File: config.mk
export PLATFORM = sky130hd
export DESIGN_NAME = scan_pkt_wrapper
export DESIGN_NICKNAME = d
export VERILOG_FILES = /design/src/rtl/spw_pkg.sv /design/src/rtl/spw_ctrl.sv /design/src/rtl/spw_in_buf.sv /design/src/rtl/spw_out_buf.sv /design/src/rtl/spw_bnd.sv /design/src/rtl/scan_pkt_wrapper.sv
export SDC_FILE = /design/constraint.sdc
export NUM_CORES = 1
export LEC_CHECK = 0
export ABC_AREA = 1
export BUFFER_PORTS_ARGS = -buffer_cell sky130_fd_sc_hd__buf_4
export CAP_MARGIN = 20
export CORE_MARGIN = 3
export CORE_UTILIZATION = 50
export CTS_CLUSTER_SIZE = 28
export DETAILED_ROUTE_END_ITERATION = 16
export PLACE_DENSITY = 0.75
export SETUP_SLACK_MARGIN = 0.3
export SYNTH_ARGS = -nofsm -noshare
export SYNTH_HDL_FRONTEND = slang
export SYNTH_HIERARCHICAL = 1
export SYNTH_SLANG_ARGS = --single-unit
File: constraint.sdc
create_clock -name clk_i -period 2.56 [get_ports clk_i]
set_input_delay 0 -clock clk_i [delete_from_list [all_inputs] [get_ports clk_i]]
set_output_delay 0 -clock clk_i [all_outputs]
set_load 0.02 [all_outputs]
File: src/rtl/spw_pkg.sv
package spw_pkg;
  typedef enum logic [1:0] {
    ST_IDLE  = 2'd0,
    ST_SHIFT = 2'd1,
    ST_RESP  = 2'd2
  } spw_state_e;
endpackage

File: src/rtl/spw_ctrl.sv
module spw_ctrl
  import spw_pkg::*;
#(
  parameter int BUS_W  = 8,
  parameter int NUM_CH = 4,
  parameter int DEPTH  = 4,
  parameter int DIV_W  = 3,
  localparam int WC_W    = $clog2(DEPTH + 1),
  localparam int IDX_W   = (DEPTH > 1) ? $clog2(DEPTH) : 1,
  localparam int SL_PER_W = BUS_W / NUM_CH,
  localparam int MAX_SL  = DEPTH * SL_PER_W,
  localparam int SLI_W   = (MAX_SL > 1) ? $clog2(MAX_SL) : 1
) (
  input  logic             clk_i,
  input  logic             rst_ni,
  input  logic             test_mode_i,
  input  logic [DIV_W-1:0] div_ratio_i,
  input  logic [WC_W-1:0]  pkt_words_i,
  input  logic             wr_valid_i,
  input  logic             rd_req_i,
  output logic             wr_ready_o,
  output logic             wr_en_o,
  output logic [IDX_W-1:0] wr_idx_o,
  output logic             shift_o,
  output logic [SLI_W-1:0] sl_idx_o,
  output logic [IDX_W-1:0] rd_idx_o,
  output logic             busy_o,
  output logic             resp_valid_o,
  output logic             buf_full_o
);

  spw_state_e       state_q;
  logic [WC_W-1:0]  wr_cnt_q, rd_cnt_q, plen_q, eff_len;
  logic [SLI_W-1:0] sl_cnt_q;
  logic [DIV_W-1:0] div_cnt_q;
  logic first_word, wr_fire, pkt_loaded, tick, last_slice, last_read, rd_fire;

  function automatic logic [WC_W-1:0] clamp_len(input logic [WC_W-1:0] v);
    if (v == '0) return WC_W'(1);
    if (v > WC_W'(DEPTH)) return WC_W'(DEPTH);
    return v;
  endfunction

  assign first_word = (state_q == ST_IDLE) && (wr_cnt_q == '0);
  assign eff_len    = first_word ? clamp_len(pkt_words_i) : plen_q;
  assign wr_ready_o = test_mode_i && (state_q == ST_IDLE) && (wr_cnt_q < eff_len);
  assign wr_fire    = wr_valid_i && wr_ready_o;
  assign pkt_loaded = (state_q == ST_IDLE) && (wr_cnt_q == eff_len);
  assign tick       = test_mode_i && (state_q == ST_SHIFT) && (div_cnt_q == div_ratio_i);
  assign last_slice = (int'(sl_cnt_q) == int'(plen_q) * SL_PER_W - 1);
  assign last_read  = (rd_cnt_q == plen_q - WC_W'(1));
  assign rd_fire    = test_mode_i && (state_q == ST_RESP) && rd_req_i;

  always_ff @(posedge clk_i or negedge rst_ni) begin
    if (!rst_ni) begin
      state_q   <= ST_IDLE;
      wr_cnt_q  <= '0;
      rd_cnt_q  <= '0;
      plen_q    <= WC_W'(1);
      sl_cnt_q  <= '0;
      div_cnt_q <= '0;
    end else if (!test_mode_i) begin
      // leaving test mode discards any packet in flight
      state_q   <= ST_IDLE;
      wr_cnt_q  <= '0;
      rd_cnt_q  <= '0;
      sl_cnt_q  <= '0;
      div_cnt_q <= '0;
    end else begin
      unique case (state_q)
        ST_IDLE: begin
          if (first_word) plen_q <= clamp_len(pkt_words_i);
          if (wr_fire) wr_cnt_q <= wr_cnt_q + WC_W'(1);
          if (pkt_loaded) begin
            state_q   <= ST_SHIFT;
            sl_cnt_q  <= '0;
            div_cnt_q <= '0;
          end
        end
        ST_SHIFT: begin
          if (tick) begin
            div_cnt_q <= '0;
            sl_cnt_q  <= sl_cnt_q + SLI_W'(1);
            if (last_slice) begin
              state_q  <= ST_RESP;
              rd_cnt_q <= '0;
            end
          end else begin
            div_cnt_q <= div_cnt_q + DIV_W'(1);
          end
        end
        ST_RESP: begin
          if (rd_fire) begin
            rd_cnt_q <= rd_cnt_q + WC_W'(1);
            if (last_read) begin
              state_q  <= ST_IDLE;
              wr_cnt_q <= '0;
            end
          end
        end
        default: state_q <= ST_IDLE;
      endcase
    end
  end

  assign wr_en_o      = wr_fire;
  assign wr_idx_o     = wr_cnt_q[IDX_W-1:0];
  assign shift_o      = tick;
  assign sl_idx_o     = sl_cnt_q;
  assign rd_idx_o     = rd_cnt_q[IDX_W-1:0];
  assign busy_o       = (state_q == ST_SHIFT);
  assign resp_valid_o = (state_q == ST_RESP);
  assign buf_full_o   = pkt_loaded || (state_q == ST_SHIFT);

endmodule

File: src/rtl/spw_in_buf.sv
module spw_in_buf #(
  parameter int BUS_W  = 8,
  parameter int NUM_CH = 4,
  parameter int DEPTH  = 4,
  localparam int IDX_W  = (DEPTH > 1) ? $clog2(DEPTH) : 1,
  localparam int MAX_SL = DEPTH * (BUS_W / NUM_CH),
  localparam int SLI_W  = (MAX_SL > 1) ? $clog2(MAX_SL) : 1
) (
  input  logic              clk_i,
  input  logic              rst_ni,
  input  logic              wr_en_i,
  input  logic [IDX_W-1:0]  wr_idx_i,
  input  logic [BUS_W-1:0]  wr_data_i,
  input  logic [SLI_W-1:0]  sl_idx_i,
  output logic [NUM_CH-1:0] slice_o
);

  logic [DEPTH*BUS_W-1:0] flat;

  for (genvar w = 0; w < DEPTH; w++) begin : g_word
    logic [BUS_W-1:0] word_q;
    always_ff @(posedge clk_i or negedge rst_ni) begin
      if (!rst_ni) word_q <= '0;
      else if (wr_en_i && (int'(wr_idx_i) == w)) word_q <= wr_data_i;
    end
    assign flat[w*BUS_W +: BUS_W] = word_q;
  end

  // parallel-to-serial: one NUM_CH-bit slice per scan shift
  assign slice_o = flat[int'(sl_idx_i)*NUM_CH +: NUM_CH];

endmodule

File: src/rtl/spw_out_buf.sv
module spw_out_buf #(
  parameter int BUS_W  = 8,
  parameter int NUM_CH = 4,
  parameter int DEPTH  = 4,
  localparam int IDX_W  = (DEPTH > 1) ? $clog2(DEPTH) : 1,
  localparam int MAX_SL = DEPTH * (BUS_W / NUM_CH),
  localparam int SLI_W  = (MAX_SL > 1) ? $clog2(MAX_SL) : 1
) (
  input  logic              clk_i,
  input  logic              rst_ni,
  input  logic              shift_i,
  input  logic [SLI_W-1:0]  sl_idx_i,
  input  logic [NUM_CH-1:0] chain_out_i,
  input  logic [IDX_W-1:0]  rd_idx_i,
  output logic [BUS_W-1:0]  rd_data_o
);

  logic [DEPTH*BUS_W-1:0] flat;

  for (genvar s = 0; s < MAX_SL; s++) begin : g_slice
    logic [NUM_CH-1:0] resp_q;
    always_ff @(posedge clk_i or negedge rst_ni) begin
      if (!rst_ni) resp_q <= '0;
      else if (shift_i && (int'(sl_idx_i) == s)) resp_q <= chain_out_i;
    end
    assign flat[s*NUM_CH +: NUM_CH] = resp_q;
  end

  assign rd_data_o = flat[int'(rd_idx_i)*BUS_W +: BUS_W];

endmodule

File: src/rtl/spw_bnd.sv
module spw_bnd #(
  parameter int BUS_W  = 8,
  parameter int NUM_CH = 4,
  localparam int L = BUS_W / NUM_CH
) (
  input  logic              clk_i,
  input  logic              rst_ni,
  input  logic              test_mode_i,
  input  logic              shift_i,
  input  logic              capture_i,
  input  logic [NUM_CH-1:0] si_i,
  input  logic [BUS_W-1:0]  func_pi_i,
  output logic [BUS_W-1:0]  core_pi_o,
  output logic [NUM_CH-1:0] core_si_o,
  input  logic [NUM_CH-1:0] core_so_i,
  input  logic [BUS_W-1:0]  core_po_i,
  output logic [BUS_W-1:0]  func_po_o,
  output logic [NUM_CH-1:0] chain_out_o
);

  logic [BUS_W-1:0] pi_cells, po_cells;

  for (genvar k = 0; k < NUM_CH; k++) begin : g_chain
    logic [L-1:0] ib_q, ob_q;
    if (L > 1) begin : g_multi
      always_ff @(posedge clk_i or negedge rst_ni) begin
        if (!rst_ni) begin
          ib_q <= '0;
          ob_q <= '0;
        end else if (shift_i) begin
          ib_q <= {ib_q[L-2:0], si_i[k]};
          ob_q <= {ob_q[L-2:0], core_so_i[k]};
        end else if (capture_i) begin
          ob_q <= core_po_i[k*L +: L];
        end
      end
    end else begin : g_single
      always_ff @(posedge clk_i or negedge rst_ni) begin
        if (!rst_ni) begin
          ib_q <= '0;
          ob_q <= '0;
        end else if (shift_i) begin
          ib_q <= si_i[k];
          ob_q <= core_so_i[k];
        end else if (capture_i) begin
          ob_q <= core_po_i[k*L +: L];
        end
      end
    end
    assign pi_cells[k*L +: L] = ib_q;
    assign po_cells[k*L +: L] = ob_q;
    assign core_si_o[k]       = ib_q[L-1];
    assign chain_out_o[k]     = ob_q[L-1];
  end

  assign core_pi_o = test_mode_i ? pi_cells : func_pi_i;
  assign func_po_o = test_mode_i ? po_cells : core_po_i;

endmodule

File: src/rtl/scan_pkt_wrapper.sv
module scan_pkt_wrapper #(
  parameter int BUS_W  = 8,
  parameter int NUM_CH = 4,
  parameter int DEPTH  = 4,
  parameter int DIV_W  = 3,
  localparam int WC_W  = $clog2(DEPTH + 1)
) (
  input  logic              clk_i,
  input  logic              rst_ni,
  input  logic              test_mode_i,
  input  logic [DIV_W-1:0]  div_ratio_i,
  input  logic [WC_W-1:0]   pkt_words_i,
  input  logic              wr_valid_i,
  input  logic [BUS_W-1:0]  wr_data_i,
  output logic              wr_ready_o,
  output logic              buf_full_o,
  input  logic              rd_req_i,
  output logic [BUS_W-1:0]  rd_data_o,
  output logic              resp_valid_o,
  output logic              busy_o,
  output logic              scan_en_o,
  output logic [NUM_CH-1:0] core_si_o,
  input  logic [NUM_CH-1:0] core_so_i,
  input  logic [BUS_W-1:0]  func_pi_i,
  output logic [BUS_W-1:0]  core_pi_o,
  input  logic [BUS_W-1:0]  core_po_i,
  output logic [BUS_W-1:0]  func_po_o
);

  localparam int IDX_W  = (DEPTH > 1) ? $clog2(DEPTH) : 1;
  localparam int MAX_SL = DEPTH * (BUS_W / NUM_CH);
  localparam int SLI_W  = (MAX_SL > 1) ? $clog2(MAX_SL) : 1;

  logic              wr_en, shift;
  logic [IDX_W-1:0]  wr_idx, rd_idx;
  logic [SLI_W-1:0]  sl_idx;
  logic [NUM_CH-1:0] slice, chain_out;

  spw_ctrl #(.BUS_W(BUS_W), .NUM_CH(NUM_CH), .DEPTH(DEPTH), .DIV_W(DIV_W)) u_ctrl (
    .clk_i, .rst_ni, .test_mode_i, .div_ratio_i, .pkt_words_i, .wr_valid_i, .rd_req_i,
    .wr_ready_o, .wr_en_o(wr_en), .wr_idx_o(wr_idx), .shift_o(shift), .sl_idx_o(sl_idx),
    .rd_idx_o(rd_idx), .busy_o, .resp_valid_o, .buf_full_o
  );

  spw_in_buf #(.BUS_W(BUS_W), .NUM_CH(NUM_CH), .DEPTH(DEPTH)) u_ibuf (
    .clk_i, .rst_ni, .wr_en_i(wr_en), .wr_idx_i(wr_idx), .wr_data_i,
    .sl_idx_i(sl_idx), .slice_o(slice)
  );

  spw_bnd #(.BUS_W(BUS_W), .NUM_CH(NUM_CH)) u_bnd (
    .clk_i, .rst_ni, .test_mode_i, .shift_i(shift),
    .capture_i(test_mode_i && !busy_o), .si_i(slice),
    .func_pi_i, .core_pi_o, .core_si_o, .core_so_i, .core_po_i, .func_po_o,
    .chain_out_o(chain_out)
  );

  spw_out_buf #(.BUS_W(BUS_W), .NUM_CH(NUM_CH), .DEPTH(DEPTH)) u_obuf (
    .clk_i, .rst_ni, .shift_i(shift), .sl_idx_i(sl_idx), .chain_out_i(chain_out),
    .rd_idx_i(rd_idx), .rd_data_o
  );

  assign scan_en_o = shift;

endmodule

==> flow_metrics.py <==
metrics = {
    "status": {
        "outcome": "finished clean",
    },
    "min_path": {
        "whs_path_depth": 3,
        "min_to": "u_ibuf/g_word[0].word_q[7]$_DFFE_PN0P_",
        "min_from": "wr_data_i[7]",
        "hold_class": "primary input to flop",
    },
    "floorplan": {
        "die_height_um": 113,
        "io_pins": 72,
        "die_w_um": 113,
        "core-area_sq_um": 11000,
        "start_util_pct": 51.7,
        "std_cell_rows": 38,
        "die_area_sq_um": 12700,
    },
    "critical_path": {
        "path_buf_inv": 2,
        "critPathLaunchType": "flop",
        "worstPathArrival_ns": 2.77,
        "cp-end-kind": "flop",
        "crit_family": "simple AND/OR/NAND/NOR gates",
        "max_stage_delay_ns": 0.40,
        "r2r_slack_ns": 0.01,
        "worstPathRequired_ns": 2.78,
        "r2r-end": "u_ibuf/g_word[2].word_q[7]$_DFFE_PN0P_",
        "cp_cell_sequence": "inv_2 -> ha_4 -> nor3b_4 -> nand2_1 -> o21ai_1 -> ha_1 -> a21oi_2 -> o21ai_2 -> nor3_4 -> nand2_4 -> clkinv_8 -> nand3_4 -> nand2_2 -> o21ai_1",
        "path_max_fanout": 8,
        "rr_worst_depth": 14,
        "cp_common_cell": "o21ai_1",
        "crit_slowest_cell": "dfrtp_1",
        "crit-reg2reg-launch": "u_ctrl/wr_cnt_q[1]$_DFFE_PN0P_",
        "critical_path_class": "flop to flop",
    },
    "logic_synthesis": {
        "synth_cells": 768,
        "synth_area_leader_cell": "dfrtp_1",
        "synth-edff-count": 0,
        "synthFlopType": "dfrtp_1",
        "ys_ff_latch": 97,
        "synth_warnings": 6,
        "synth.cell_area_sq_um": 5680,
        "synth_top_area_share_pct": 42.3,
        "avgSynthCellArea_sq_um": 7.40,
        "synth_top_cells_by_area": "dfrtp_1, nand2_1, inv_1",
        "ys_types": 33,
        "synthesis.nets": 816,
        "yosysSeqAreaShare_pct": 42.7,
        "ys_async_sr_fraction_pct": 100,
    },
    "routing": {
        "vias": 5019,
        "vias_per_cell": 5.04,
        "finalWirelength_um": 13300,
        "wl_per_cell_um": 13.4,
        "drt_iter0_drc": 324,
        "dr.pass1.iters": 5,
        "ant_nets": 0,
        "route.detailed.drc": 0,
    },
    "clock_network": {
        "cts_tree": "done",
        "numCtsBuffers": 9,
        "clk_latency_ns": 0.34,
        "clockBufferDepth": 2,
        "clkTransAtPathRegs_ns": 0.06,
        "htreeDepth": 3,
        "clock_sinks": 97,
        "root_buffer": "clkbuf_16",
    },
    "grt": {
        "grt_max_degree": 55,
        "grt_usage_pct": 21.5,
        "antenna_found_initial": 0,
        "overflow": 0,
        "grt_pass1_wl_um": 22400,
        "grt_pass1_vias": 4958,
    },
    "sta": {
        "holdWs_ns": 0.00375,
        "layout_min_cycle_time_ns": 2.55,
        "fmax_mhz": 392,
        "rsz0062_at_grt": "yes",
        "slew_violations": 0,
        "slew_headroom_pct": 61.8,
        "skew_ns": 0.00676,
        "period_share_pct": 99.6,
        "timing.final.ws_setup_ns": 0.0113,
        "tightest_slew_ns": 0.573,
        "finalSetupViolCount": 0,
        "finalHoldViolCount": 0,
    },
    "power_and_ir_drop": {
        "switchingPower_uw": 2860,
        "irDropWorstVdd_mv": 0.677,
        "p_int_uw": 4190,
        "switching_share_pct": 40.6,
        "power_frac_seq_pct": 32.7,
        "power_density_nw_per_um2": 1010,
        "combPwrFrac_pct": 47.1,
        "p_leak_uw": 0.00367,
        "pwr-share-clk_pct": 20.2,
    },
    "placed_design": {
        "hpwl_um": 8950,
        "dp.cells": 954,
        "placed_area_sq_um": 6260,
        "dpl_worst_slack_ns": -0.00947,
        "gp_congestion": 0.800,
        "io_buffers": 71,
    },
    "finish": {
        "drive_above_1_share_pct": 25.6,
        "stdcell_count": 996,
        "design_area_sq_um": 7000,
        "n_antenna_cell": 0,
        "final_net_count": 900,
        "syn_to_final_growth_pct": 23.3,
        "finalCoreUtilization_pct": 63.8,
    },
    "flow_run": {
        "drv_cap": 0,
    },
}
cell usage in the layout (no fill, tap or decap), drive strengths merged:
master / synthesis / routed
nand2: 296 / 296
inv: 122 / 121
ha: 9 / 9
nor3b: 1 / 1
o21ai: 61 / 61
dlygate4sd3: 0 / 17
a21boi: 1 / 1
bufinv: 0 / 2
xor2: 3 / 3
buf: 30 / 89
xnor2: 4 / 4
nand3: 77 / 79
nor3: 1 / 1
dfrtp: 96 / 96
dfstp: 1 / 1
a21oi: 15 / 15
mux2: 1 / 1
clkbuf: 5 / 12
or2: 9 / 9
a32o: 1 / 1
clkinv: 0 / 2
nand4: 2 / 2
nor2: 33 / 33
layer usage:
layer  vias to the layer above  wire [um]  global-route usage [%]
met5                         -          0                       0
met4                         0        278                    6.97
met3                        23        593                    4.91
met2                       103       6830                    36.8
met1                      2377       5610                    27.0
li1                       2516          -                       -
state kept, by name, indices dropped and copies added, names as in the netlist:
signal                 cells
u_ctrl/plen_q              3
u_ctrl/rd_cnt_q            3
u_ctrl/wr_cnt_q            3
u_ibuf/g_word.word_q      32
u_ctrl/div_cnt_q           3
u_bnd/g_chain.ob_q         8
u_ctrl/state_q             2
u_obuf/g_slice.resp_q     32
u_bnd/g_chain.ib_q         8
u_ctrl/sl_idx_o            3
through the flow:
step / setup TNS [ns] / power (uW)
4_1_cts: 0 / 6850
3_5_place_dp: -0.0219 / 5110
2_1_floorplan: -0.127 / 4360
6_report: 0 / 7050
5_1_grt: -3.70 / 7540
3_3_place_gp: 0 / 5000
final cells by class:
class,count,area (sq um)
fillers,943,3980
multi-input cells,516,2760
flip-flops and latches,97,2430
repair buffers,106,858
inverters,122,473
clock buffers,12,246
well taps,140,175
clock inverters,3,65.1
Yosys cell counts, types with 8 or more instances:
| library cell | count |
|---|---|
| a21oi_1 | 9 |
| buf_4 | 16 |
| buf_6 | 10 |
| dfrtp_1 | 96 |
| ha_1 | 9 |
| inv_1 | 115 |
| nand2_1 | 285 |
| nand2_2 | 9 |
| nand3_1 | 75 |
| nor2_1 | 22 |
| nor2_2 | 8 |
| o21ai_0 | 22 |
| o21ai_1 | 10 |
| o21ai_2 | 29 |
| or2_2 | 8 |
logic make-up (layout without fill, tap and decap cells):
| logic type | count (synthesis) | count (layout) | synth area share [%] |
|---|---|---|---|
| AOI/OAI and AO/OA | 78 | 78 | 9.32 |
| xor gates and xnor gates | 7 | 7 | 1.08 |
| adders and majority gates | 9 | 9 | 1.98 |
| buffers and inverters | 157 | 243 | 12.9 |
| DFF | 97 | 97 | 42.7 |
| muxes | 1 | 1 | 0.264 |
| and+or+nand+nor | 419 | 421 | 31.7 |
worst max path at each step:
stage | endpoint | from | depth (start not counted)
global placement | u_ibuf/g_word[3].word_q[1]$_DFFE_PN0P_ | u_ctrl/state_q[1]$_DFFE_PN0P_ | 14
floorplan | u_ibuf/g_word[3].word_q[5]$_DFFE_PN0P_ | u_ctrl/wr_cnt_q[0]$_DFFE_PN0P_ | 15
finish | u_ibuf/g_word[2].word_q[7]$_DFFE_PN0P_ | u_ctrl/wr_cnt_q[1]$_DFFE_PN0P_ | 14
CTS | u_ibuf/g_word[2].word_q[7]$_DFFE_PN0P_ | u_ctrl/wr_cnt_q[0]$_DFFE_PN0P_ | 15
global route | u_ibuf/g_word[2].word_q[7]$_DFFE_PN0P_ | u_ctrl/wr_cnt_q[1]$_DFFE_PN0P_ | 15
detailed placement | u_ibuf/g_word[3].word_q[4]$_DFFE_PN0P_ | u_ctrl/state_q[1]$_DFFE_PN0P_ | 14
worst reg2reg max path, stage by stage, from the launching register on:
cell      delay (ns)
dfrtp_1         0.40
inv_2           0.09
ha_4            0.13
nor3b_4         0.22
nand2_1         0.08
o21ai_1         0.08
ha_1            0.30
a21oi_2         0.21
o21ai_2         0.11
nor3_4          0.25
nand2_4         0.11
clkinv_8        0.11
nand3_4         0.16
nand2_2         0.11
o21ai_1         0.07
power groups by stage:
| stage | registers (uW) | clock network (uW) | logic [uW] |
|---|---|---|---|
| 2_1_floorplan | 2170 | 0 | 2190 |
| 3_3_place_gp | 2300 | 0 | 2700 |
| 3_5_place_dp | 2310 | 0 | 2800 |
| 4_1_cts | 2280 | 1460 | 3110 |
| 5_1_grt | 2360 | 1520 | 3660 |
| 6_report | 2300 | 1430 | 3320 |
timing repair:
item | 4_1_cts | 5_1_grt
gates resized for setup | 20 | 27
hold buffers | 17 | 0
endpoints found under the hold margin | 58 | 0
setup buffers | 6 | 2
endpoints found under the setup margin | 37 | 44
pin swaps | 16 | 15
gates cloned | 2 | 0
Power figures use the tool's default switching activity.
